--- config.mk ---
export PLATFORM = sky130hd
export DESIGN_NAME = rd_beat_sequencer
export DESIGN_NICKNAME = d
export VERILOG_FILES = /design/src/rtl/rbs_pkg.sv /design/src/rtl/rbs_lat_line.sv /design/src/rtl/rbs_beat_gen.sv /design/src/rtl/rbs_ap_timer.sv /design/src/rtl/rbs_turn_guard.sv /design/src/rtl/rd_beat_sequencer.sv
export SDC_FILE = /design/constraint.sdc
export NUM_CORES = 1
export LEC_CHECK = 0
export CAP_MARGIN = 40
export CORE_ASPECT_RATIO = 1.2
export CORE_MARGIN = 1
export CORE_UTILIZATION = 56
export DETAILED_ROUTE_END_ITERATION = 8
export PLACE_DENSITY_LB_ADDON = 0.08
export SETUP_SLACK_MARGIN = 0.1
export SYNTH_ARGS = -nofsm -noshare
export SYNTH_HDL_FRONTEND = slang
export SYNTH_SLANG_ARGS = --single-unit
--- constraint.sdc ---
create_clock -name clk -period 2.15 [get_ports clk]
set_clock_uncertainty 0.05 [all_clocks]
set_input_delay 0.43 -clock clk [delete_from_list [all_inputs] [get_ports clk]]
set_output_delay 0.43 -clock clk [all_outputs]
set_load 0.05 [all_outputs]
--- src/rtl/rbs_pkg.sv ---
package rbs_pkg;
  timeunit 1ns;
  timeprecision 1ps;

  localparam int unsigned MAX_BL = 8;
  localparam int unsigned CNT_W  = $clog2(MAX_BL) + 1;

  typedef enum logic [2:0] {
    OP_NOP   = 3'd0,
    OP_ACT   = 3'd1,
    OP_READ  = 3'd2,
    OP_WRITE = 3'd3,
    OP_BSTOP = 3'd4,
    OP_PRE   = 3'd5
  } op_e;

  typedef enum logic [1:0] {
    EV_NONE  = 2'd0,
    EV_START = 2'd1,
    EV_STOP  = 2'd2
  } ev_kind_e;

  typedef struct packed {
    ev_kind_e   kind;
    logic [1:0] blc;
  } lat_ev_t;

  function automatic logic [CNT_W-1:0] beats_of(input logic [1:0] blc);
    case (blc)
      2'd0:    beats_of = CNT_W'(2);
      2'd1:    beats_of = CNT_W'(4);
      default: beats_of = CNT_W'(MAX_BL);
    endcase
  endfunction
endpackage

--- src/rtl/rbs_lat_line.sv ---
module rbs_lat_line
  import rbs_pkg::*;
#(
  parameter int unsigned MAX_CL = 5,
  parameter int unsigned TAG_W  = 4
) (
  input  logic             clk,
  input  logic             rst_n,
  input  lat_ev_t          ev_in,
  input  logic [TAG_W-1:0] tag_in,
  input  logic [2:0]       cas_lat,
  output lat_ev_t          ev_tap,
  output logic [TAG_W-1:0] tag_tap
);
  timeunit 1ns;
  timeprecision 1ps;

  localparam int unsigned SEL_W = $clog2(MAX_CL);

  lat_ev_t          st_q [MAX_CL];
  lat_ev_t          st_d [MAX_CL];
  logic [TAG_W-1:0] tg_q [MAX_CL];
  logic [TAG_W-1:0] tg_d [MAX_CL];
  logic [SEL_W-1:0] sel;
  logic             any_pend;

  for (genvar i = 0; i < MAX_CL; i++) begin : g_stage
    if (i == 0) begin : g_head
      assign st_d[i] = ev_in;
      assign tg_d[i] = tag_in;
    end else begin : g_body
      assign st_d[i] = st_q[i-1];
      assign tg_d[i] = tg_q[i-1];
    end

    always_ff @(posedge clk or negedge rst_n) begin
      if (!rst_n) begin
        st_q[i] <= '{kind: EV_NONE, blc: 2'd0};
        tg_q[i] <= '0;
      end else begin
        st_q[i] <= st_d[i];
        tg_q[i] <= tg_d[i];
      end
    end
  end

  // Stage j holds an event j+1 edges after capture; the consumer registers
  // it on the next edge, so latency L reads stage L-1.
  always_comb begin
    int unsigned t;
    t = 32'(cas_lat);
    if (t < 2) t = 2;
    if (t > MAX_CL) t = MAX_CL;
    sel = SEL_W'(t - 1);
  end

  assign ev_tap  = st_q[sel];
  assign tag_tap = tg_q[sel];

  always_comb begin
    any_pend = 1'b0;
    for (int i = 0; i < MAX_CL; i++) begin
      if (st_q[i].kind != EV_NONE) any_pend = 1'b1;
    end
  end

  AST_CL_LEGAL: assert property (@(posedge clk) disable iff (!rst_n)
    (cas_lat >= 3'd3) && (32'(cas_lat) <= MAX_CL));
  AST_CL_STEADY: assert property (@(posedge clk) disable iff (!rst_n)
    any_pend |-> $stable(cas_lat));
endmodule

--- src/rtl/rbs_beat_gen.sv ---
module rbs_beat_gen
  import rbs_pkg::*;
#(
  parameter int unsigned TAG_W = 4
) (
  input  logic             clk,
  input  logic             rst_n,
  input  lat_ev_t          ev_tap,
  input  logic [TAG_W-1:0] tag_tap,
  output logic             dq_oe,
  output logic [2:0]       beat_even,
  output logic [2:0]       beat_odd,
  output logic [TAG_W-1:0] beat_tag
);
  timeunit 1ns;
  timeprecision 1ps;

  localparam int unsigned IDX_W = CNT_W - 1;

  logic             act_q, act_d;
  logic [CNT_W-1:0] cnt_q, cnt_d;
  logic [CNT_W-1:0] len_q, len_d;
  logic [CNT_W-1:0] nxt;
  logic [TAG_W-1:0] tag_q, tag_d;
  logic             en;

  always_comb begin
    act_d = act_q;
    cnt_d = cnt_q;
    len_d = len_q;
    tag_d = tag_q;
    nxt   = cnt_q + CNT_W'(2);
    if (act_q) begin
      if (nxt >= len_q) begin
        act_d = 1'b0;
        cnt_d = '0;
      end else begin
        cnt_d = nxt;
      end
    end
    // A stop that lands with the natural end changes nothing further.
    if (ev_tap.kind == EV_STOP) begin
      act_d = 1'b0;
      cnt_d = '0;
    end
    // A new burst overrides whatever remains of the old one.
    if (ev_tap.kind == EV_START) begin
      act_d = 1'b1;
      cnt_d = '0;
      len_d = beats_of(ev_tap.blc);
      tag_d = tag_tap;
    end
  end

  assign en = act_q | (ev_tap.kind != EV_NONE);

  always_ff @(posedge clk or negedge rst_n) begin
    if (!rst_n) begin
      act_q <= 1'b0;
      cnt_q <= '0;
      len_q <= '0;
      tag_q <= '0;
    end else if (en) begin
      act_q <= act_d;
      cnt_q <= cnt_d;
      len_q <= len_d;
      tag_q <= tag_d;
    end
  end

  assign dq_oe     = act_q;
  assign beat_even = cnt_q[IDX_W-1:0];
  assign beat_odd  = cnt_q[IDX_W-1:0] | IDX_W'(1);
  assign beat_tag  = tag_q;

  AST_IDX_BOUND: assert property (@(posedge clk) disable iff (!rst_n)
    dq_oe |-> (cnt_q + CNT_W'(2) <= len_q));
  AST_PAIR_ADVANCE: assert property (@(posedge clk) disable iff (!rst_n)
    (dq_oe && $past(dq_oe) && ($past(ev_tap.kind) == EV_NONE))
      |-> (cnt_q == $past(cnt_q) + CNT_W'(2)));
  AST_START_AT_ZERO: assert property (@(posedge clk) disable iff (!rst_n)
    (ev_tap.kind == EV_START) |=> (dq_oe && (beat_even == 3'd0)
      && (beat_tag == $past(tag_tap))));
  AST_TERM_QUIET: assert property (@(posedge clk) disable iff (!rst_n)
    (ev_tap.kind == EV_STOP) |=> !dq_oe);
  AST_NO_EXTRA_BEAT: assert property (@(posedge clk) disable iff (!rst_n)
    (dq_oe && (cnt_q + CNT_W'(2) == len_q) && (ev_tap.kind != EV_START))
      |=> !dq_oe);
endmodule

--- src/rtl/rbs_ap_timer.sv ---
module rbs_ap_timer
  import rbs_pkg::*;
#(
  parameter int unsigned TRAS = 6,
  parameter int unsigned TWR  = 2
) (
  input  logic       clk,
  input  logic       rst_n,
  input  logic       is_act,
  input  logic       is_rd,
  input  logic       is_wr,
  input  logic       is_pre,
  input  logic       cmd_ap,
  input  logic [1:0] cmd_blc,
  output logic       ap_start
);
  timeunit 1ns;
  timeprecision 1ps;

  localparam int unsigned AP_MAX = MAX_BL / 2 + TWR;
  localparam int unsigned AP_W   = $clog2(AP_MAX + 1);
  localparam int unsigned RAS_W  = $clog2(TRAS + 1);

  logic             pend_q, pend_d;
  logic [AP_W-1:0]  cnt_q, cnt_d;
  logic [RAS_W-1:0] ras_q, ras_d;
  logic             pulse_q, pulse_d;
  logic [CNT_W-1:0] half;
  logic             en;

  assign half = beats_of(cmd_blc) >> 1;

  always_comb begin
    ras_d   = (ras_q != '0) ? ras_q - RAS_W'(1) : '0;
    cnt_d   = (cnt_q != '0) ? cnt_q - AP_W'(1) : '0;
    pend_d  = pend_q;
    pulse_d = 1'b0;
    if (is_act) ras_d = RAS_W'(TRAS - 1);
    // Due once both the burst window and the active-time window are over.
    if (pend_q && (cnt_q == '0) && (ras_q == '0)) begin
      pulse_d = 1'b1;
      pend_d  = 1'b0;
    end
    if (is_rd || is_wr) begin
      pend_d = cmd_ap;
      cnt_d  = is_rd ? AP_W'(half) - AP_W'(1)
                     : AP_W'(half) + AP_W'(TWR) - AP_W'(1);
    end
    if (is_pre) pend_d = 1'b0;
  end

  assign en = is_act | is_rd | is_wr | is_pre | pend_q | pulse_q | (ras_q != '0);

  always_ff @(posedge clk or negedge rst_n) begin
    if (!rst_n) begin
      pend_q  <= 1'b0;
      cnt_q   <= '0;
      ras_q   <= '0;
      pulse_q <= 1'b0;
    end else if (en) begin
      pend_q  <= pend_d;
      cnt_q   <= cnt_d;
      ras_q   <= ras_d;
      pulse_q <= pulse_d;
    end
  end

  assign ap_start = pulse_q;

  AST_AP_ONE_CYCLE: assert property (@(posedge clk) disable iff (!rst_n)
    ap_start |=> !ap_start);
  AST_PRE_CANCELS: assert property (@(posedge clk) disable iff (!rst_n)
    is_pre |-> ##2 !ap_start);
  AST_PLAIN_CANCELS: assert property (@(posedge clk) disable iff (!rst_n)
    ((is_rd || is_wr) && !cmd_ap) |-> ##2 !ap_start);
endmodule

--- src/rtl/rbs_turn_guard.sv ---
module rbs_turn_guard
  import rbs_pkg::*;
#(
  parameter int unsigned MAX_CL = 5
) (
  input  logic       clk,
  input  logic       rst_n,
  input  logic       is_rd,
  input  logic       is_wr,
  input  logic [2:0] cas_lat,
  input  logic [1:0] cmd_blc,
  output logic       wr_block
);
  timeunit 1ns;
  timeprecision 1ps;

  localparam int unsigned GAP_MAX = MAX_CL + MAX_BL / 2;
  localparam int unsigned GAP_W   = $clog2(GAP_MAX + 1);

  logic [GAP_W-1:0] gap_q, gap_d;
  logic             en;

  always_comb begin
    if (is_rd) gap_d = GAP_W'(cas_lat) + GAP_W'(beats_of(cmd_blc) >> 1);
    else       gap_d = (gap_q != '0) ? gap_q - GAP_W'(1) : '0;
  end

  assign en = is_rd | (gap_q != '0);

  always_ff @(posedge clk or negedge rst_n) begin
    if (!rst_n)  gap_q <= '0;
    else if (en) gap_q <= gap_d;
  end

  assign wr_block = (gap_q != '0);

  AST_WR_SPACING: assert property (@(posedge clk) disable iff (!rst_n)
    is_wr |-> !wr_block);
  AST_GAP_ARMED: assert property (@(posedge clk) disable iff (!rst_n)
    is_rd |=> wr_block);
endmodule

--- src/rtl/rd_beat_sequencer.sv ---
module rd_beat_sequencer
  import rbs_pkg::*;
#(
  parameter int unsigned TAG_W  = 4,
  parameter int unsigned MAX_CL = 5,
  parameter int unsigned TRAS   = 6,
  parameter int unsigned TWR    = 2
) (
  input  logic             clk,
  input  logic             rst_n,
  input  logic [2:0]       cmd_op,
  input  logic             cmd_ap,
  input  logic [1:0]       cmd_blc,
  input  logic [TAG_W-1:0] cmd_tag,
  input  logic [2:0]       cas_lat,
  output logic             dq_oe,
  output logic [2:0]       beat_even,
  output logic [2:0]       beat_odd,
  output logic [TAG_W-1:0] beat_tag,
  output logic             ap_start,
  output logic             wr_block
);
  timeunit 1ns;
  timeprecision 1ps;

  op_e              op;
  logic             is_act, is_rd, is_wr, is_stop, is_pre;
  lat_ev_t          ev_in, ev_tap;
  logic [TAG_W-1:0] tag_tap;

  assign op      = op_e'(cmd_op);
  assign is_act  = (op == OP_ACT);
  assign is_rd   = (op == OP_READ);
  assign is_wr   = (op == OP_WRITE);
  assign is_stop = (op == OP_BSTOP);
  assign is_pre  = (op == OP_PRE);

  always_comb begin
    ev_in.kind = EV_NONE;
    ev_in.blc  = cmd_blc;
    if (is_rd)                  ev_in.kind = EV_START;
    else if (is_stop || is_pre) ev_in.kind = EV_STOP;
  end

  rbs_lat_line #(.MAX_CL(MAX_CL), .TAG_W(TAG_W)) u_lat_line (
    .clk     (clk),
    .rst_n   (rst_n),
    .ev_in   (ev_in),
    .tag_in  (cmd_tag),
    .cas_lat (cas_lat),
    .ev_tap  (ev_tap),
    .tag_tap (tag_tap)
  );

  rbs_beat_gen #(.TAG_W(TAG_W)) u_beat_gen (
    .clk       (clk),
    .rst_n     (rst_n),
    .ev_tap    (ev_tap),
    .tag_tap   (tag_tap),
    .dq_oe     (dq_oe),
    .beat_even (beat_even),
    .beat_odd  (beat_odd),
    .beat_tag  (beat_tag)
  );

  rbs_ap_timer #(.TRAS(TRAS), .TWR(TWR)) u_ap_timer (
    .clk      (clk),
    .rst_n    (rst_n),
    .is_act   (is_act),
    .is_rd    (is_rd),
    .is_wr    (is_wr),
    .is_pre   (is_pre),
    .cmd_ap   (cmd_ap),
    .cmd_blc  (cmd_blc),
    .ap_start (ap_start)
  );

  rbs_turn_guard #(.MAX_CL(MAX_CL)) u_turn_guard (
    .clk      (clk),
    .rst_n    (rst_n),
    .is_rd    (is_rd),
    .is_wr    (is_wr),
    .cas_lat  (cas_lat),
    .cmd_blc  (cmd_blc),
    .wr_block (wr_block)
  );

  AST_NO_BEATS_AFTER_RESET: assert property (@(posedge clk) disable iff (!rst_n)
    $rose(dq_oe) |-> (beat_even == 3'd0));
endmodule

# Word-level counts from Yosys, hierarchy flattened
# Cells that the tools add are included.
[totals]
register_bits = 65
out_inout_bits = 13
word_cells = 104
[classes]
addsub = 9
magnitude_cmp = 4
n_eq_ne = 9
mux = 32
n_bitwise = 9
reduce_logical = 17
[ops]
columns = ["cell", "count"]
rows = [
  ["4-bit two-way mux", 11],
  ["4-bit binary-select mux with 3-bit select", 2],
  ["3-bit two-way mux", 7],
  ["4-bit case mux with 2 select lines", 2],
  ["3-bit by 1-bit subtractor with 3-bit output, second input constant", 5],
  ["3-bit nonzero test", 4],
  ["1-bit two-way mux", 8],
  ["1-bit OR", 8],
  ["2-bit by 1-bit == test with 1-bit output, second input constant", 3],
  ["3-bit by 2-bit == test with 1-bit output, second input constant", 2],
  ["3-bit == test, second input constant", 2],
  ["3-bit logical NOT", 2],
  ["2-bit AND reduction", 3],
  ["3-bit by 3-bit adder with 4-bit output", 1],
  ["4-bit by 2-bit adder with 4-bit output, second input constant", 1],
  ["4-bit greater-or-equal comparator", 1],
  ["4-bit greater-or-equal comparator, second input constant", 1],
  ["2-bit logical NOT", 2],
  ["2-bit two-way mux", 2],
  ["3-bit inverter with 4-bit output", 1],
  ["4-bit nonzero test", 1],
  ["4-bit by 1-bit subtractor with 4-bit output, second input constant", 1],
  ["3-bit by 2-bit adder with 3-bit output, second input constant", 1],
  ["3-bit by 1-bit == test with 1-bit output, second input constant", 1],
  ["6 further kinds", 8],
]

# Logic depth before layout (Yosys ltp)
[depth]
ltp_word = 12
mapped_depth = 13

# Hierarchy
# From an unflattened synthesis, not the netlist that was laid out.
[unflattened]
cells_unflattened = 250
hier_area_um2 = 2955.3
[modules_own_cells]
columns = ["mod", "instances", "cells_each", "area_each_um2", "seq_area_each_um2"]
rows = [
  ["rbs_lat_line", 1, 104, 1482.7, 1001.0],
  ["rbs_beat_gen", 1, 59, 641.9, 275.3],
  ["rbs_ap_timer", 1, 49, 488.0, 200.2],
  ["rbs_turn_guard", 1, 33, 299.0, 100.1],
  ["rd_beat_sequencer", 1, 5, 43.8, 0.0],
]

# Least setup slack after synthesis
# OpenSTA, ideal clock, no wires.
[synth_timing]
kind = "input -> register"
from = "input port cas_lat[2]"
to = "register u_beat_gen.tag_q[1] (netlist: u_beat_gen.beat_tag[1])"
setup_ps = 119
arrival_ps = 2929
setup_slack_ps = -948
path_stages = 13
n_path_buf = 4
cell_sequence = "or2_1 -> buf_6 -> a21boi_4 -> inv_4 -> buf_1 -> ha_1 -> clkbuf_1 -> nor2b_1 -> a32o_1 -> o211a_4 -> buf_4 -> o221ai_1 -> o21a_1"
[synth_between]
elab_chain_len = 12
elab_cells_between_ends = 16
cone_classes = "add/sub: 1; order compare: 2; eq/ne: 1; mux: 8; bitwise: 2; reduce/logical: 2"
[synth_lines]
columns = ["element", "line", "source"]
rows = [
  ["start, declared", "rd_beat_sequencer.sv:15", "input logic [2:0] cas_lat,"],
  ["3-bit by 2-bit less-than comparator with 1-bit output", "rbs_lat_line.sv:52", "if (t < 2) t = 2;"],
  ["3-bit two-way mux (*)", "rbs_lat_line.sv:52", ""],
  ["3-bit > comparator", "rbs_lat_line.sv:53", "if (t > MAX_CL) t = MAX_CL;"],
  ["3-bit two-way mux (*)", "rbs_lat_line.sv:53", ""],
  ["3-bit by 1-bit subtractor with 3-bit output (*)", "rbs_lat_line.sv:54", "sel = SEL_W'(t - 1);"],
  ["3-bit inverter with 4-bit output (not written as such) (*)", "rbs_lat_line.sv:57, rbs_lat_line.sv:58", ""],
  ["4-bit binary-select mux with 3-bit select", "rbs_lat_line.sv:57", "assign ev_tap = st_q[sel];"],
  ["4-bit two-way mux (not written as such) (2 in a row)", "rbs_lat_line.sv:57", ""],
  ["2-bit nonzero test", "rbs_beat_gen.sv:55", "assign en = act_q | (ev_tap.kind != EV_NONE);"],
  ["1-bit OR", "rbs_beat_gen.sv:55", ""],
  ["2-bit AND reduction (no source line)", "-", ""],
  ["end signal, assigned", "rbs_beat_gen.sv:67", "tag_q <= tag_d;"],
  ["end, declared", "rbs_beat_gen.sv:24", "logic [TAG_W-1:0] tag_q, tag_d;"],
]
# Mark *: on every way between the ends. The rest lies on a longest branch, timed or not. The select of a mux whose other input is x is not followed.
# A chain may end at the register's enable or synchronous reset.

# Worst setup path after layout
[layout_timing]
from = "input port cas_lat[2]"
to = "register u_beat_gen.cnt_q[2]"
[layout_between]
elab_chain_len = 12
elab_cells_between_ends = 17
cone_classes = "add/sub: 1; order compare: 2; eq/ne: 2; mux: 7; bitwise: 2; reduce/logical: 3"
[layout_lines]
columns = ["element", "line", "source"]
rows = [
  ["3-bit by 2-bit less-than comparator with 1-bit output", "rbs_lat_line.sv:52", ""],
  ["3-bit two-way mux (*)", "rbs_lat_line.sv:52", ""],
  ["3-bit > comparator", "rbs_lat_line.sv:53", ""],
  ["3-bit two-way mux (*)", "rbs_lat_line.sv:53", ""],
  ["3-bit by 1-bit subtractor with 3-bit output (*)", "rbs_lat_line.sv:54", ""],
  ["3-bit inverter with 4-bit output (not written as such) (*)", "rbs_lat_line.sv:57", ""],
  ["4-bit binary-select mux with 3-bit select (*)", "rbs_lat_line.sv:57", ""],
  ["4-bit two-way mux (not written as such) (*) (2 in a row)", "rbs_lat_line.sv:57", ""],
  ["2-bit by 1-bit == test with 1-bit output (tied with other cells)", "rbs_beat_gen.sv:47", "if (ev_tap.kind == EV_START) begin"],
  ["3-bit nonzero test (no source line) (tied with other cells)", "-", ""],
  ["2-bit AND reduction (no source line) / 4-bit two-way mux (equally long branches)", "-", ""],
  ["end signal, assigned", "rbs_beat_gen.sv:65", "cnt_q <= cnt_d;"],
  ["end, declared", "rbs_beat_gen.sv:21", "logic [CNT_W-1:0] cnt_q, cnt_d;"],
]
# Marks and branches as above.

==> metrics.txt <==
reg-to-reg startpoint=u_beat_gen.cnt_q[2]$_DFFE_PN0P_; setup_tns=-26.7 ps; largest net degree at the start of global routing=64; dpl ws=-765 ps; Setup-failing EPs final=3; Num CTS Buffers=9; Initial Util=0.580; first-pass GRT wire length=8720 um; status=finished with violations; Critical Path End=u_beat_gen.cnt_q[2]$_DFFE_PN0P_; I/O pin total=28; critical path type=in -> reg; switching part of the total=0.358; cell count after synthesis=257; crit path max-delay cell type=o211a_4; Iter 0 DRT Violations=122; Worst Path Arrival=2370 ps; failing checks=negative setup slack; share of layout cells above drive strength 1=0.244; vias in the first global route=2002; TritonCTS clock tree=yes; Bufs on Longest Clock Path=2; Yosys top cell area share=0.551; Worst-path clk slew=70 ps; Num Clock Sinks=63; antenna cells=0; clock power share=0.248; vias per std cell=5.36; Max rail drop VDD=0.000674 V; Most used DFF post-synth=dfrtp_1; post-synth cell types=50; final weighted congestion in routability-driven placement=0.800; Post-CTS Setup Bufs=0; static leakage=1.74 nW; Flop pwr share=0.400; global route total overflow=0; die height=80.3 um; post-route ant nets=0; worst flop-to-flop path endpoint=u_beat_gen.cnt_q[1]$_DFFE_PN0P_; final slew viol count=0; Yosys reg bits=63; max_cap viols=0; Pwr Density=1080 nW/um2; Tmin final=2160 ps; Avg Inst Size Synth=11.1 um2; Post-synth EDFFs=0; Ys Warns=0; measured slew at the worst slew-check pin=501 ps; FMAX=0.463 GHz; Post-route DRC=0; Syn Std Cell Area=2860 um2; CP Launch Point=cas_lat[2]; Die X=67.3 um; Clock H-tree levels=3; worst r2r path cells=7; CP Data Required Time=2360 ps; hpwl dp=3780 um; RSZ-0062 raised after global routing=yes; WL/cell=13.8 um; CTS root buf=clkbuf_8; NetSw=1.41 mW; layout net count=341; initial antenna violation count=0; Total GRT Usage=0.220; post-layout power=3.94 mW; final period utilization=1.01; Final WS setup=-11.1 ps; die area=5400 um2; ranking of synthesized cells by area=dfrtp_1 55%, ha_1 6.1%, mux2i_1 3.5%; Synth async-reset ratio=1.00; IO buf count=25; CP peak stage delay=290 ps; routed via count=2014; Synth area leader=dfrtp_1; internal power consumption=2.53 mW; slew margin rel.=0.665; final hold violation count=0; router iterations before antenna repair=4; Worst Hold Class=in -> async; worst-skew pair later-pin latency=330 ps; P&R area growth vs syn=27.0%; CP Max Fanout=5; standard-cell rows=28; post-synth net total=287; Routed Wire Length=5190 um; Comb pwr share=0.352; Filler Cell Count=373; CP Launch Type=primary input; CORE AREA=4940 um2; most used cell, CP=or2_4; reg-to-reg slack, setup=140 ps; crit end category=flop; register area share after synthesis=0.551; crit path cell chain=buf_6 > or2_4 > a21boi_4 > inv_4 > ha_4 > and3b_4 > a32o_2 > o211a_4 > or2_4 > a21oi_2
-- stage by stage --
step	hold slack, ps	area, um2	utilization	instances
2_1_floorplan	84.4	2910	-	257
3_3_place_gp	302	3380	0.684	359
3_5_place_dp	305	3380	0.684	359
4_1_cts	51.3	3600	0.729	376
5_1_grt	65.4	3630	0.736	376
6_report	47.6	3630	0.736	376
-- power groups by stage --
stage          logic (mW)  clock network (mW)  registers, mW
3_3_place_gp         1.34                   0           1.57
6_report             1.39               0.978           1.58
5_1_grt              1.53                1.06           1.61
2_1_floorplan       0.822                   0           1.72
4_1_cts              1.39                1.00           1.57
3_5_place_dp         1.39                   0           1.59
-- worst max-delay path: cells and delay by family --
family	cells	cell delay [ps]
AO/OA/AOI/OAI	4	820
AND/OR/NAND/NOR	3	710
adder cells (fa/ha/maj)	1	270
buffers and inverters	2	140
-- state kept, by name (all words and copies together), names as in the netlist, 3 cells and up --
name / flops
u_turn_guard.gap_q: 4
u_ap_timer.ras_q: 3
u_lat_line.tg_q: 4
u_lat_line.st_q: 4
u_beat_gen.cnt_q: 3
u_beat_gen.len_q: 3
u_ap_timer.cnt_q: 3
u_lat_line.st_d: 16
u_beat_gen.beat_tag: 4
u_lat_line.tg_d: 16
-- per-layer routing --
metal / part of all wire / GRT usage / up-vias
met2: 0.52 / 0.371 / 48
met4: 0.011 / 0.0872 / 0
met1: 0.44 / 0.268 / 956
li1: - / - / 1005
met5: 0 / 0 / -
met3: 0.031 / 0.0511 / 5
-- cell usage after synthesis, drive strengths merged, types with 3 or more instances --
| cell type | count |
|---|---|
| o21a | 5 |
| xnor2 | 3 |
| a31oi | 7 |
| nor3 | 6 |
| buf | 9 |
| mux2i | 10 |
| o21ai | 12 |
| ha | 14 |
| a21oi | 10 |
| nand2b | 4 |
| nand2 | 15 |
| clkbuf | 6 |
| nor2b | 5 |
| or2 | 5 |
| xor2 | 3 |
| o31ai | 3 |
| inv | 17 |
| mux2 | 3 |
| nor2 | 24 |
| o221ai | 4 |
| dfrtp | 63 |
-- cell usage in the layout, fill, tap and decap left out, types with 5 or more instances in the layout --
master and n:
inv_1 16, o21ai_0 11, nor3_1 5, mux2i_1 10, dfrtp_1 63, nand2_1 14, clkbuf_8 9, a21oi_1 8
a31oi_1 7, nor2_1 24, ha_1 13, buf_4 31, clkdlybuf4s50_1 15, o21a_1 5
-- timing repair --
| item | 4_1_cts | 5_1_grt |
|---|---|---|
| endpoints found under the hold margin | 0 | 0 |
| gates resized for setup | 21 | 7 |
| pin swaps | 6 | 8 |
| gates cloned | 1 | 0 |
| setup endpoints to repair | 15 | 15 |
| hold buffers | 0 | 0 |
-- final cells by class --
class / count / area, um2 / share of cell area
Clock buffer: 10 / 128 / 0.0351
Clock inverter: 6 / 61.3 / 0.0169
Inverter: 17 / 66.3 / 0.0182
Multi-Input combinational cell: 163 / 1220 / 0.335
Sequential cell: 63 / 1580 / 0.434
Tap cell: 60 / 75.1 / 0.0207
Timing Repair Buffer: 57 / 510 / 0.140
-- logic make-up (layout without fill, tap and decap cells) --
| kind of cell | after synthesis | after routing | synth area share |
|---|---|---|---|
| compound gates | 57 | 58 | 0.142 |
| mux | 13 | 13 | 0.0468 |
| xor+xnor | 6 | 6 | 0.0184 |
| simple gates | 69 | 69 | 0.117 |
| buf+inv | 32 | 90 | 0.0546 |
| other cells | 2 | 2 | 0.00262 |
| fa+ha+maj | 15 | 15 | 0.0682 |
| flops | 63 | 63 | 0.551 |
-- how the worst min path moves through the flow --
stage,start,endpoint,slack [ps],depth (start not counted)
floorplan,rst_n,u_ap_timer.ap_start$_DFFE_PN0P_,80,0
global placement,u_lat_line.tg_d[4]$_DFF_PN0_,u_lat_line.tg_d[0]$_DFF_PN0_,300,0
detailed placement,u_lat_line.tg_d[6]$_DFF_PN0_,u_lat_line.tg_d[2]$_DFF_PN0_,310,0
CTS,rst_n,u_beat_gen.len_q[3]$_DFFE_PN0P_,50,2
global route,rst_n,u_beat_gen.len_q[3]$_DFFE_PN0P_,70,2
finish,rst_n,u_beat_gen.len_q[3]$_DFFE_PN0P_,50,2
(Power assumes the default switching activity.)
